[config.mk]
export PLATFORM = sky130hd
export DESIGN_NAME = mm_uart
export DESIGN_NICKNAME = d
export VERILOG_FILES = /design/src/rtl/mm_uart.sv
export SDC_FILE = /design/constraint.sdc
export NUM_CORES = 1
export LEC_CHECK = 0
export ABC_AREA = 1
export CORE_MARGIN = 2
export CORE_UTILIZATION = 45
export CTS_CLUSTER_SIZE = 14
export DETAILED_ROUTE_END_ITERATION = 6
export PLACE_DENSITY_LB_ADDON = 0.12
export SLEW_MARGIN = 20
export SYNTH_ARGS = -nofsm -noshare
export SYNTH_HDL_FRONTEND = slang
export SYNTH_SLANG_ARGS = --single-unit
export TNS_END_PERCENT = 20
[constraint.sdc]
create_clock -name clk -period 3 [get_ports clk]
set_input_delay 0.45 -clock clk [delete_from_list [all_inputs] [get_ports clk]]
set_output_delay 0.45 -clock clk [all_outputs]
set_load 0.03 [all_outputs]
[src/rtl/mm_uart.sv]
module mm_uart #(
  parameter int DEPTH = 16
) (
  input  logic       clk,
  input  logic       rst_n,
  input  logic       reg_wr,
  input  logic       reg_rd,
  input  logic [2:0] reg_addr,
  input  logic [7:0] reg_wdata,
  output logic [7:0] reg_rdata,
  output logic       ser_tx,
  input  logic       ser_rx,
  output logic       irq_tx,
  output logic       irq_rx
);
  localparam int AW = $clog2(DEPTH);
  localparam int CW = AW + 1;
  localparam logic [2:0] A_DATA = 3'd0, A_STAT = 3'd1, A_DLO = 3'd2, A_DMID = 3'd3,
                         A_LINE = 3'd4, A_CTRL = 3'd5, A_FLAG = 3'd6;

  logic        en;
  logic [7:0]  s_lo;
  logic [3:0]  s_mid;
  logic [6:0]  s_line;
  logic [11:0] a_div;
  logic [6:1]  a_line;

  wire       brk     = s_line[0];
  wire       a_par   = a_line[1];
  wire       a_even  = a_line[2];
  wire       a_stop2 = a_line[3];
  wire       a_fifo  = a_line[4];
  wire [1:0] a_len   = a_line[6:5];
  wire [3:0] nlen    = 4'd5 + {2'b0, a_len};
  wire [7:0] dmask   = 8'hFF >> (2'd3 - a_len);
  wire [CW-1:0] cap  = a_fifo ? CW'(DEPTH) : CW'(1);
  wire commit = reg_wr && reg_addr == A_CTRL && reg_wdata[0] && !en;

  always_ff @(posedge clk or negedge rst_n)
    if (!rst_n) begin
      en <= 1'b0; s_lo <= '0; s_mid <= '0; s_line <= '0; a_div <= '0; a_line <= '0;
    end else if (reg_wr) begin
      case (reg_addr)
        A_DLO:  s_lo   <= reg_wdata;
        A_DMID: s_mid  <= reg_wdata[3:0];
        A_LINE: s_line <= reg_wdata[6:0];
        A_CTRL: begin
          en <= reg_wdata[0];
          if (commit) begin
            a_div  <= {s_mid, s_lo};
            a_line <= s_line[6:1];
          end
        end
        default: ;
      endcase
    end

  logic [11:0] bcnt;
  wire tick = en && bcnt == a_div;
  always_ff @(posedge clk or negedge rst_n)
    if (!rst_n) bcnt <= '0;
    else        bcnt <= (!en || tick) ? 12'd0 : bcnt + 12'd1;

  logic [7:0]    txm [DEPTH];
  logic [AW-1:0] tx_wp, tx_rp;
  logic [CW-1:0] tx_cnt;
  logic          tx_act;
  logic [11:0]   tx_sh;
  logic [3:0]    tx_left, tx_sub;

  wire tx_full = tx_cnt >= cap;
  wire tx_push = reg_wr && reg_addr == A_DATA && !tx_full;
  wire tx_pop  = tick && !tx_act && tx_cnt != '0;

  always_ff @(posedge clk)
    if (tx_push) txm[tx_wp] <= reg_wdata;

  always_ff @(posedge clk or negedge rst_n)
    if (!rst_n) begin
      tx_wp <= '0; tx_rp <= '0; tx_cnt <= '0;
    end else begin
      if (tx_push) tx_wp <= tx_wp + AW'(1);
      if (tx_pop)  tx_rp <= tx_rp + AW'(1);
      tx_cnt <= tx_cnt + CW'(tx_push) - CW'(tx_pop);
    end

  logic [7:0]  tdat;
  logic [11:0] tframe;
  wire  [3:0]  tbits = nlen + 4'd2 + {3'b0, a_par} + {3'b0, a_stop2};
  always_comb begin
    tdat = txm[tx_rp] & dmask;
    tframe = '1;
    tframe[0] = 1'b0;
    for (int i = 0; i < 8; i++)
      if (4'(i) < nlen) tframe[i+1] = tdat[i];
    if (a_par) tframe[nlen+4'd1] = ^tdat ^ !a_even;
  end

  always_ff @(posedge clk or negedge rst_n)
    if (!rst_n) begin
      tx_act <= 1'b0; tx_sh <= '1; tx_left <= '0; tx_sub <= '0; ser_tx <= 1'b1;
    end else begin
      ser_tx <= !brk && (!tx_act || tx_sh[0]);
      if (!en) tx_act <= 1'b0;
      else if (tick) begin
        if (tx_act) begin
          tx_sub <= tx_sub + 4'd1;
          if (tx_sub == 4'd15) begin
            tx_sh   <= {1'b1, tx_sh[11:1]};
            tx_left <= tx_left - 4'd1;
            if (tx_left == 4'd1) tx_act <= 1'b0;
          end
        end else if (tx_cnt != '0) begin
          tx_sh <= tframe; tx_left <= tbits; tx_sub <= '0; tx_act <= 1'b1;
        end
      end
    end

  typedef enum logic [1:0] {R_IDLE, R_START, R_BITS} rst_t;
  rst_t       rst;
  logic       rx_m, rx_s, rx_q, rx_done;
  logic [3:0] rsub, ridx;
  logic [9:0] rx_sh;
  wire  [3:0] nrx = nlen + {3'b0, a_par} + 4'd1;

  always_ff @(posedge clk or negedge rst_n)
    if (!rst_n) begin
      rx_m <= 1'b1; rx_s <= 1'b1; rx_q <= 1'b1; rx_done <= 1'b0;
      rst <= R_IDLE; rsub <= '0; ridx <= '0; rx_sh <= '0;
    end else begin
      rx_m <= ser_rx; rx_s <= rx_m; rx_q <= rx_s;
      rx_done <= 1'b0;
      if (!en) rst <= R_IDLE;
      else case (rst)
        R_IDLE: if (!rx_s && rx_q) begin rst <= R_START; rsub <= '0; end
        R_START: if (tick) begin
          rsub <= rsub + 4'd1;
          if (rsub == 4'd7) begin
            if (!rx_s) begin rst <= R_BITS; rsub <= '0; ridx <= '0; end
            else rst <= R_IDLE;
          end
        end
        R_BITS: if (tick) begin
          rsub <= rsub + 4'd1;
          if (rsub == 4'd15) begin
            rx_sh[ridx] <= rx_s;
            ridx <= ridx + 4'd1;
            if (ridx == nrx - 4'd1) begin rst <= R_IDLE; rx_done <= 1'b1; end
          end
        end
        default: rst <= R_IDLE;
      endcase
    end

  wire [7:0] rdat = rx_sh[7:0] & dmask;
  wire ferr = !rx_sh[nlen + {3'b0, a_par}];
  wire perr = a_par && (^rdat ^ rx_sh[nlen] ^ !a_even);

  logic [10:0]   rxm [DEPTH];
  logic [AW-1:0] rx_wp, rx_rp;
  logic [CW-1:0] rx_cnt;
  logic [2:0]    rx_stat;

  wire rx_full = rx_cnt >= cap;
  wire rx_pop  = reg_rd && reg_addr == A_DATA && rx_cnt != '0;
  wire rx_push = rx_done && (!rx_full || rx_pop);
  wire rx_ovr  = rx_done && !rx_push;

  always_ff @(posedge clk)
    if (rx_push)     rxm[rx_wp] <= {1'b0, perr, ferr, rdat};
    else if (rx_ovr) rxm[rx_wp - AW'(1)][10] <= 1'b1;

  always_ff @(posedge clk or negedge rst_n)
    if (!rst_n) begin
      rx_wp <= '0; rx_rp <= '0; rx_cnt <= '0;
    end else begin
      if (rx_push) rx_wp <= rx_wp + AW'(1);
      if (rx_pop)  rx_rp <= rx_rp + AW'(1);
      rx_cnt <= rx_cnt + CW'(rx_push) - CW'(rx_pop);
    end

  wire [7:0] flags = {2'b00, tx_full, rx_cnt == '0, tx_act || tx_cnt != '0, 3'b000};

  always_ff @(posedge clk or negedge rst_n)
    if (!rst_n) begin
      reg_rdata <= '0; rx_stat <= '0;
    end else if (reg_rd) begin
      case (reg_addr)
        A_DATA: begin
          reg_rdata <= rx_pop ? rxm[rx_rp][7:0] : 8'h00;
          if (rx_pop) rx_stat <= rxm[rx_rp][10:8];
        end
        A_STAT:  reg_rdata <= {5'b0, rx_stat};
        A_DLO:   reg_rdata <= s_lo;
        A_DMID:  reg_rdata <= {4'b0, s_mid};
        A_LINE:  reg_rdata <= {1'b0, s_line};
        A_CTRL:  reg_rdata <= {7'b0, en};
        A_FLAG:  reg_rdata <= flags;
        default: reg_rdata <= 8'h00;
      endcase
    end

  assign irq_tx = !tx_full;
  assign irq_rx = rx_cnt != '0;
endmodule

==> out/results.ini, run 1 <==
[power_and_ir_drop]
p_leak_nw=9.243
p_switching_mw=7.456
power_frac_seq_pct=37.5
p_per_area_mw_per_mm2=856.7
p_comb_share_pct=34.5
sw_frac_of_total_pct=37.53
intPower_mw=12.41
power.share.clock_pct=28.0
peakVddDrop_mv=0.5262

[worst_setup_path]
r2r_setup_slack_ps=230
cp.required_ps=3470
cp_max_fo=4
worstPathArrival_ps=3240
endpoint_kind=flip-flop
startpoint_type=flip-flop
path_class=reg -> reg

[layout]
utilization_pct=52.33
fin_nets=2148
syn2layout_area_growth_pct=14.75
drive_gt1_share_pct=11.63
fin_area_mm2=0.02319
num_antenna_cells=0

[logic_synthesis]
yosysUniqueCellTypes=54
synthTopCellsByArea=edfxtp_1 45%, dfrtp_1 14%, nand2_1 7.0%
yosysTopAreaCell=edfxtp_1
yosys.cell_count.top_type=nand2_1
yosysWarnings=0
yosys-top-cells-count=378 x nand2_1, 304 x edfxtp_1, 215 x nor2_1
synth_flop_cell=edfxtp_1
ys_ff_latch=437
netlist_area_mm2=0.02021
synth_edf_count=304
synth_top_area_share_pct=45.17
synth.net_count=2041
avgSynthCellArea_um2=10.26
async_reset_ff_share_pct=30.43
yosysSeqAreaShare_pct=61.73
netlist_instances=1970

[place]
place_hpwl_mm=34.17
gp_congestion=0.8252
postPlaceCellArea_mm2=0.02168
io_buffers=26

[floorplanning]
fp.dieW_um=215.9
io-pin-count=27
num_rows=77
core_mm2=0.04432
dieArea_mm2=0.04662
fp.dieH_um=215.9
initial_core_util_pct=45.60

[routing]
vias_per_cell=5.269
drtIter0Drc=1127
met1_length_mm=23.73
drt-total-wl_mm=50.43
wl_per_cell_um=18.62
ant_nets=0
wl_met3_mm=2.765
dr.max_layer_used=met4
wl_met2_mm=22.77
drc_errors=0
vias=14269
dr.pass1.iters=6

[timing]
max_slew_margin_pct=42.13
rsz0062_at_grt=yes
finalCritPeriodShare_pct=92.30
slew_viol_final=0
fmax_mhz=361.2
finalHoldViolations=0
setup_viol=0
min_period_ps=2769
worstMarginPinSlew_ps=865.3
finClkSkew_ps=20.74

[clock_network]
clock_path_buffers=3
cts_tree=built
htreeDepth=2
cts_root_buf=clkbuf_16
clk-insertion-delay-late_ps=590
clkSinkCount=437
cts_setup_buffers=0
cts-buffers-inserted=48
clk_pin_slew_worst_paths_ps=60

[grt]
grt_max_degree=65
grt_pass1_vias=13581
grt_pass1_wl_mm=78.76
antenna_found_initial=3
overflow=0
grtUsageTotal_pct=21.88

[min_path]
hp-class=in -> reg

[run]
drv_cap=0

[status]
status=finished, final reports clean

==> layout by cell type (no fill, tap or decap), types with 14 or more instances in the layout <==
cell / instances
o221ai_1: 29
edfxtp_1: 304
clkbuf_1: 14
nand3_1: 129
clkbuf_16: 48
o211ai_1: 20
dfrtp_1: 115
clkdlybuf4s50_1: 24
a21oi_1: 33
xnor2_1: 15
ha_1: 51
xor2_1: 36
nor2_1: 214
nor3_1: 21
dfstp_2: 16
inv_1: 196
nand2_1: 378
buf_4: 104
o21ai_0: 200
o22ai_1: 22
==> path summary, 6_finish.rpt <==
path	start	endpoint	cells after the start
worst min register to register	rx_m	rx_s	0
worst min-delay path	ser_rx	rx_m	1
max in group asynchronous	rst_n	a_div[4]	3
worst max register to register	a_line[4]	tx_cnt[4]	16
min in group asynchronous	rst_n	rx_stat[0]	2
worst max-delay path	a_line[4]	tx_cnt[4]	16
==> critical path, cell delays in order (launching register included) <==
cell,delay (ps)
dfrtp_1,370
inv_1,140
ha_1,250
nand3_1,80
o2111ai_1,100
nand2_1,80
inv_1,60
nor4_4,170
inv_1,70
ha_1,290
inv_1,60
ha_1,150
inv_1,50
fa_1,370
o21ai_0,150
a21oi_1,90
xor2_1,140
==> per-layer routing <==
metal	track usage, %	vias up
met2	33.93	371
li1	-	6919
met5	0	-
met1	32.26	6910
met3	2.763	69
met4	6.621	0
==> final cells by class <==
| type | instances | area (µm²) |
|---|---|---|
| Tap cell | 592 | 740.7 |
| Fill cell | 3967 | 21130 |
| Timing Repair Buffer | 134 | 1111 |
| Clock inverter | 25 | 193.9 |
| Clock buffer | 64 | 1281 |
| Inverter | 211 | 794.5 |
| Multi-Input combinational cell | 1245 | 6590 |
| Sequential cell | 437 | 12480 |
==> metrics by stage <==
step	setup slack, ps	cells	hold slack [ps]	power, mW	TNS (ps)
global route	-54.73	2708	314.9	21.15	-58.86
CTS	142.0	2708	303.0	19.98	0
finish	231.1	2708	308.9	19.87	0
detailed placement	47.61	2618	355.4	14.39	0
floorplan	-157.7	1970	154.4	12.21	-18720
global placement	78.91	2618	347.7	14.27	0
==> power groups by stage <==
stage	registers (mW)	logic, mW	clock network [mW]
floorplan	7.47	4.74	0
global placement	7.55	6.72	0
detailed placement	7.56	6.83	0
CTS	7.45	6.86	5.67
global route	7.51	7.74	5.90
finish	7.45	6.86	5.56
==> kinds of logic (layout without fill, tap and decap cells) <==
| group | after synthesis | after routing | synth area share (%) |
|---|---|---|---|
| muxes | 7 | 7 | 0.3900 |
| adders and majority gates | 55 | 55 | 3.554 |
| buffers and inverters | 288 | 434 | 5.863 |
| xor gates and xnor gates | 51 | 51 | 2.210 |
| AOI/OAI and AO/OA | 337 | 337 | 9.608 |
| DFF | 437 | 437 | 61.73 |
| and+or+nand+nor | 795 | 795 | 16.64 |
==> sequential cells by signal, indices dropped and copies added, names as in the netlist, 5 cells and up <==
name and flops:
rxm 176, s_line 7, bcnt 12, rx_cnt 5, s_lo 8, tx_sh 12, txm 128, rx_sh 10
tx_cnt 5, a_line 6, a_div 12, reg_rdata 8
==> what timing repair did <==
action / 4_1_cts / 5_1_grt
cloned: 0 / 0
setup endpoints to repair: 1 / 44
hold buffers: 1 / 0
gates resized for setup: 1 / 7
endpoints found under the hold margin: 51 / 0
(Power assumes the default switching activity.)
==> run 2: changes to the inputs <==
--- a/config.mk
+++ b/config.mk
@@ -7,7 +7,7 @@
 export LEC_CHECK = 0
 export ABC_AREA = 1
 export CORE_MARGIN = 2
-export CORE_UTILIZATION = 45
+export CORE_UTILIZATION = 57
 export CTS_CLUSTER_SIZE = 14
 export DETAILED_ROUTE_END_ITERATION = 6
 export PLACE_DENSITY_LB_ADDON = 0.12
==> run 2 against run 1 <==
Sequential power hardly changed. First-iteration DRC count is 24% higher. Via count hardly changed. Largest power group unchanged. Power is 0.56% lower. Core utilization is 14 points higher. Largest cell class unchanged. Final cell count is 5.8% lower. Clock skew is 4.5 ps higher. Worst hold slack worse by 19 ps. Clock power is 1% lower. Sequential share of layout area is 0.69 points higher.
==> out/results.ini, run 2 (synthesized netlist as in run 1, its figures left out) <==
[status]
status=finished, final reports clean

[worst_setup_path]
path_class=reg -> reg
cp_common_cell=inv_1
worst-path-stages=16  ; unchanged
rr_endpoint=tx_cnt[4]
critPathTopFamily=adder cells
worstPathCellList=inv_1 -> ha_1 -> nand3_1 -> o2111ai_1 -> nand2_1 -> inv_1 -> nor4_2 -> inv_1 -> ha_1 -> inv_1 -> ha_1 -> inv_1 -> fa_1 -> o21ai_1 -> a21oi_1 -> xor2_1
cp_max_fo=4  ; unchanged
endpoint_kind=flip-flop
ff2ff_path_depth=16  ; unchanged
cp.required_ps=3460  ; about the same
worstPathArrival_ps=3240  ; about the same
crit_path_top_delay_cell=fa_1
r2r_start=a_line[4]
critPathBufInv=5  ; unchanged
r2r_setup_slack_ps=220  ; about the same
critPathMaxStageDelay_ps=400  ; +30 ps
startpoint_type=flip-flop

[clock_network]
cts_tree=built
htreeDepth=2  ; unchanged
cts_root_buf=clkbuf_16
cts-buffers-inserted=45  ; -6.3%
cts_setup_buffers=0  ; unchanged
clkSinkCount=437  ; unchanged
clock_path_buffers=3  ; unchanged
clk_pin_slew_worst_paths_ps=60  ; about the same
clk-insertion-delay-late_ps=590  ; about the same

[grt]
grt_pass1_wl_mm=76.00  ; -3.5%
grtUsageTotal_pct=27.17  ; +5.3 points
overflow=0  ; unchanged
antenna_found_initial=1  ; -2
grt_max_degree=71  ; +9.2%
grt_pass1_vias=13737  ; +1.1%

[min_path]
min_from=ser_rx
holdPathEnd=rx_m
whs_path_depth=1  ; unchanged
hp-class=in -> reg

[layout]
fin_area_mm2=0.02290  ; -1.3%
fillers=2687  ; -32%
reg.largest.list=rxm x176, txm x128
final_common_cell=nand2_1
final_cells=2550  ; -5.8%
syn2layout_area_growth_pct=13.30
largest_reg_flops=176  ; unchanged
fin_nets=2128  ; -0.93%
regMostFlops=rxm
drive_gt1_share_pct=10.55  ; -1.1 points
final_cell_mix=378 x nand2_1, 304 x edfxtp_1, 215 x nor2_1

[floorplanning]
fp.dieH_um=192.3  ; -11%
initial_core_util_pct=58.22  ; +13 points
dieArea_mm2=0.03698  ; -21%
num_rows=68  ; -12%
core_mm2=0.03471  ; -22%
io-pin-count=27  ; unchanged
fp.dieW_um=192.3  ; -11%

[power_and_ir_drop]
p_leak_nw=9.194  ; -0.53%
p_per_area_mw_per_mm2=862.8  ; +0.71%
peakVddDrop_mv=0.5532  ; +5.1%

[timing]
fmax_mhz=359.7  ; -0.41%
min_period_ps=2780  ; +11.42 ps
finClkSkew_ps=25.29  ; +4.546 ps
finalCritPeriodShare_pct=92.68  ; +0.38 points
rsz0062_at_grt=yes
max_slew_margin_pct=37.49  ; -4.6 points
setup_viol=0  ; unchanged
finalHoldViolations=0  ; unchanged
worstMarginPinSlew_ps=934.7  ; +69.36 ps
slew_viol_final=0  ; unchanged

[run]
drv_cap=0  ; unchanged

[routing]
dr.pass1.iters=6  ; unchanged
vias=14282  ; +0.091%
drt-total-wl_mm=48.08  ; -4.7%
drtIter0Drc=1402  ; +24%
wl_per_cell_um=18.85  ; +1.2%
drc_errors=0  ; unchanged
ant_nets=0  ; unchanged
vias_per_cell=5.601  ; +6.3%

[place]
place_hpwl_mm=32.23  ; -5.7%
dpl.cell_count=2464  ; -5.9%
postPlaceCellArea_mm2=0.02142  ; -1.2%
io_buffers=26  ; unchanged
gp_congestion=0.9092  ; +10%

==> run 2: cell types whose count changed in the layout (fill, tap and decap cells not counted), moves of 3 or more <==
cell	previous run	this run
bufinv_16	1	4
clkbuf_16	48	45
buf_4	104	83
buf_12	3	7
clkinvlp_4	7	2
nor3_1	21	26
nor3_2	6	1
==> run 2: layout make-up <==
| cell class | count | area, µm² | share of cell area (%) |
|---|---|---|---|
| diodes | 1 | 2.502 | 0.01093 |
| inverters | 211 | 794.5 | 3.470 |
| well taps | 455 | 569.3 | 2.486 |
| clock inverters | 24 | 245.2 | 1.071 |
| flip-flops and latches | 437 | 12480 | 54.51 |
| clock buffers | 60 | 1212 | 5.295 |
| multi-input cells | 1245 | 6554 | 28.62 |
| repair buffers | 117 | 1040 | 4.541 |
==> run 2: worst register-to-register path, cell delays in order, from the launching register on <==
cell and delay [ps]:
dfrtp_1 380, inv_1 130, ha_1 240, nand3_1 80
o2111ai_1 100, nand2_1 70, inv_1 50, nor4_2 190
inv_1 90, ha_1 290, inv_1 50, ha_1 150
inv_1 50, fa_1 400, o21ai_1 150, a21oi_1 90
xor2_1 140
==> run 2: repair_timing <==
action / CTS / global route
gates resized for setup: 0 / 6
hold buffers: 1 / 0
endpoints found under the hold margin: 52 / 0
endpoints found under the setup margin: 0 / 8
==> run 2: per-layer routing <==
layer / vias to the layer above / track usage [%] / part of all wire (%)
li1: 6879 / - / -
met1: 6835 / 39.44 / 45
met2: 484 / 41.45 / 45
met3: 84 / 5.274 / 7.4
met4: 0 / 9.014 / 2.9
met5: - / 0 / 0
==> run 2: worst max path at each step <==
| stage | slack, ps | from | endpoint |
|---|---|---|---|
| final | 220 | a_line[4] | tx_cnt[4] |
| after global routing | -6 | a_line[4] | tx_cnt[4] |
| after CTS | 20 | a_line[4] | irq_tx |
| after detailed placement | 30 | reg_addr[1] | tx_cnt[4] |
| after global placement | 80 | reg_addr[1] | tx_cnt[4] |
| after floorplan | -160 | rx_cnt[2] | rxm[0][0] |
==> run 2: where the power goes <==
| group | switching (mW) | internal, mW | total (mW) |
|---|---|---|---|
| logic | 4.60 | 2.19 | 6.80 |
| registers | 0.432 | 7.03 | 7.46 |
| clock network | 2.30 | 3.20 | 5.50 |
| total | 7.33 | 12.4 | 19.8 |
==> run 2: stage by stage <==
| step | power (mW) | worst slack (ps) | util, % | hold WS (ps) | setup TNS, ps |
|---|---|---|---|---|---|
| floorplan | 12.21 | -157.7 | - | 154.4 | -18720 |
| global placement | 14.10 | 79.58 | 61.70 | 347.3 | 0 |
| detailed placement | 14.26 | 27.09 | 61.70 | 346.8 | 0 |
| CTS | 19.77 | 20.56 | 65.92 | 266.3 | 0 |
| global route | 20.96 | -6.388 | 65.96 | 264.8 | -6.388 |
| finish | 19.76 | 219.6 | 65.96 | 289.8 | 0 |
==> run 3: changes to the inputs <==
--- a/config.mk
+++ b/config.mk
@@ -6,8 +6,7 @@
 export NUM_CORES = 1
 export LEC_CHECK = 0
 export ABC_AREA = 1
-export CORE_MARGIN = 2
-export CORE_UTILIZATION = 57
+export CORE_UTILIZATION = 40
 export CTS_CLUSTER_SIZE = 14
 export DETAILED_ROUTE_END_ITERATION = 6
 export PLACE_DENSITY_LB_ADDON = 0.12
==> run 3 against run 2 <==
Critical path depth up 1. Setup slack worse by 49 ps. Worst hold slack better by 65 ps. Die area up 39%. Fmax down 1.7%. Clock power up 10%. Critical path type unchanged. Non-clock buffer count up 21. Sequential share of layout area down 1.6 points.
==> out/results.ini, run 3 (synthesized netlist as in run 1, its figures left out) <==
[timing]
setup_ws_ps=170.9  ; -48.74 ps
min_period_ps=2829  ; +48.74 ps
finClkSkew_ps=62.48  ; +37.18 ps
rsz0062_at_grt=yes
fmax_mhz=353.5  ; -1.7%
setup_viol=0  ; unchanged
tns_ps=0  ; unchanged
worstMarginPinSlew_ps=864.9  ; -69.76 ps
max_slew_margin_pct=42.16  ; +4.7 points
finalHoldViolations=0  ; unchanged
finalCritPeriodShare_pct=94.30  ; +1.6 points
slew_viol_final=0  ; unchanged

[layout]
fillers=4684  ; +74%
fin_nets=2153  ; +1.2%
drive_gt1_share_pct=12.20  ; +1.6 points
reg.largest.list=rxm x176, txm x128
final_cell_mix=378 x nand2_1, 304 x edfxtp_1, 214 x nor2_1
utilization_pct=47.20  ; -19 points
syn2layout_area_growth_pct=16.70
final_common_cell=nand2_1
regMostFlops=rxm
final_cells=2797  ; +9.7%
largest_reg_flops=176  ; unchanged

[floorplanning]
dieArea_mm2=0.05143  ; +39%
io-pin-count=27  ; unchanged
initial_core_util_pct=40.45  ; -18 points
fp.dieW_um=226.8  ; +18%
core_mm2=0.04997  ; +44%
fp.dieH_um=226.8  ; +18%
num_rows=82  ; +21%

[clock_network]
htreeDepth=2  ; unchanged
cts_tree=built
clk-insertion-delay-late_ps=620  ; +30 ps
clk_pin_slew_worst_paths_ps=60  ; about the same
clkSinkCount=437  ; unchanged
cts-buffers-inserted=49  ; +8.9%
cts_root_buf=clkbuf_16
clock_path_buffers=3  ; unchanged

[power_and_ir_drop]
p_leak_nw=9.387  ; +2.1%
peakVddDrop_mv=0.4424  ; -20%
finalPower_mw=20.52  ; +3.9%
p_per_area_mw_per_mm2=869.9  ; +0.83%

[place]
dpl.cell_count=2699  ; +9.5%
gp_congestion=0.8063  ; -11%
dp_slack_ps=-36.43  ; -63.52 ps
io_buffers=26  ; unchanged
place_hpwl_mm=34.85  ; +8.1%

[grt]
grtUsageTotal_pct=20.66  ; -6.5 points
grt_max_degree=91  ; +28%
grt_pass1_vias=13768  ; +0.23%
grt_use_met1_pct=29.35  ; -10 points
globalRouteMet3Util_pct=3.201  ; -2.1 points
grt_pass1_wl_mm=80.10  ; +5.4%
met2_usage_pct=32.78  ; -8.7 points
antenna_found_initial=2  ; +1
overflow=0  ; unchanged
grt_busiest_layer=met2

[worst_setup_path]
cp_max_fo=4  ; unchanged
startpoint_type=flip-flop
r2r_start=rx_cnt[1]
path_class=reg -> reg
endpoint_kind=flip-flop
worstPathArrival_ps=3320  ; +80 ps
cp.required_ps=3490  ; +30 ps
r2r_setup_slack_ps=170  ; -50 ps
rr_endpoint=rx_cnt[4]
ff2ff_path_depth=17  ; +1

[routing]
vias=14230  ; -0.36%
drtIter0Drc=1190  ; -15%
ant_nets=0  ; unchanged
vias_per_cell=5.088  ; -9.2%
drt-total-wl_mm=52.00  ; +8.2%
dr.pass1.iters=5  ; -1
drc_errors=0  ; unchanged
wl_per_cell_um=18.59  ; -1.4%

[min_path]
holdPathEnd=rx_s
whs_path_depth=0  ; -1
hp-class=reg -> reg
min_from=rx_m

[run]
drv_cap=0  ; unchanged

[status]
status=finished, final reports clean

-- run 3: cell types whose count changed in the layout (fill, tap and decap cells not counted), moves of 2 or more --
cell	delta
buf_6	+2
clkbuf_8	+5
clkbuf_16	+6
nor3_2	+4
dlymetal6s2s_1	-2
nor3_1	-5
buf_12	+2
inv_2	+2
buf_4	+17
clkinv_1	-2
inv_1	-2
-- run 3: worst max-delay path: stages (launching register included) --
cell and delay [ps]:
dfrtp_2 400, inv_1 100, ha_1 200, inv_1 50, o211ai_1 80, o21ai_0 170
nand2_1 80, nand2_2 160, clkinv_1 150, nor2_4 150, nand2_1 70, nand2_1 60
ha_1 160, inv_1 60, fa_1 400, o21ai_0 180, a21oi_1 110, xor2_1 150
-- run 3: worst max path at each step --
stage                      from  slack [ps]        end
detailed placement  reg_addr[1]         -40  rx_cnt[4]
finish                rx_cnt[1]         170  rx_cnt[4]
floorplan             rx_cnt[2]        -160  rxm[0][0]
global placement    reg_addr[1]         -40  tx_cnt[4]
CTS                   a_line[4]          90  rx_cnt[4]
global route          rx_cnt[3]         -20  rxm[0][5]
-- run 3: through the flow --
step / hold WS [ps] / area (µm²)
global placement: 347.4 / 21870
finish: 354.4 / 23590
CTS: 355.7 / 23530
floorplan: 154.4 / 20210
global route: 353.0 / 23580
detailed placement: 347.8 / 21870
-- run 3: routing by layer --
layer,vias up,routed length [µm]
met4,2,1172
met5,-,13
met2,290,23880
met1,6925,24430
li1,6936,-
met3,77,2511
-- run 3: what timing repair did --
| action | in CTS | in global routing |
|---|---|---|
| endpoints found under the hold margin | 58 | 0 |
| gates cloned | 0 | 1 |
| resized for setup | 1 | 16 |
| pin swaps | 0 | 2 |
| endpoints found under the setup margin | 1 | 53 |
| setup buffers | 0 | 2 |
| hold buffers | 1 | 0 |
-- run 3: area by class of cell --
type / instances / area, µm² / area share [%]
antenna: 2 / 5.005 / 0.02122
clock buffer: 72 / 1435 / 6.085
clock inverter: 20 / 214.0 / 0.9072
inverter: 211 / 794.5 / 3.369
multi-input combinational: 1245 / 6591 / 27.95
sequential: 437 / 12480 / 52.92
tap: 672 / 840.8 / 3.565
timing repair buffer: 138 / 1224 / 5.188
-- run 3: where the power goes --
| part | internal, mW | leakage, nW | switching (mW) |
|---|---|---|---|
| Combinational | 2.33 | 4.33 | 4.69 |
| Clock | 3.59 | 0.804 | 2.46 |
| Sequential | 7.03 | 4.25 | 0.423 |
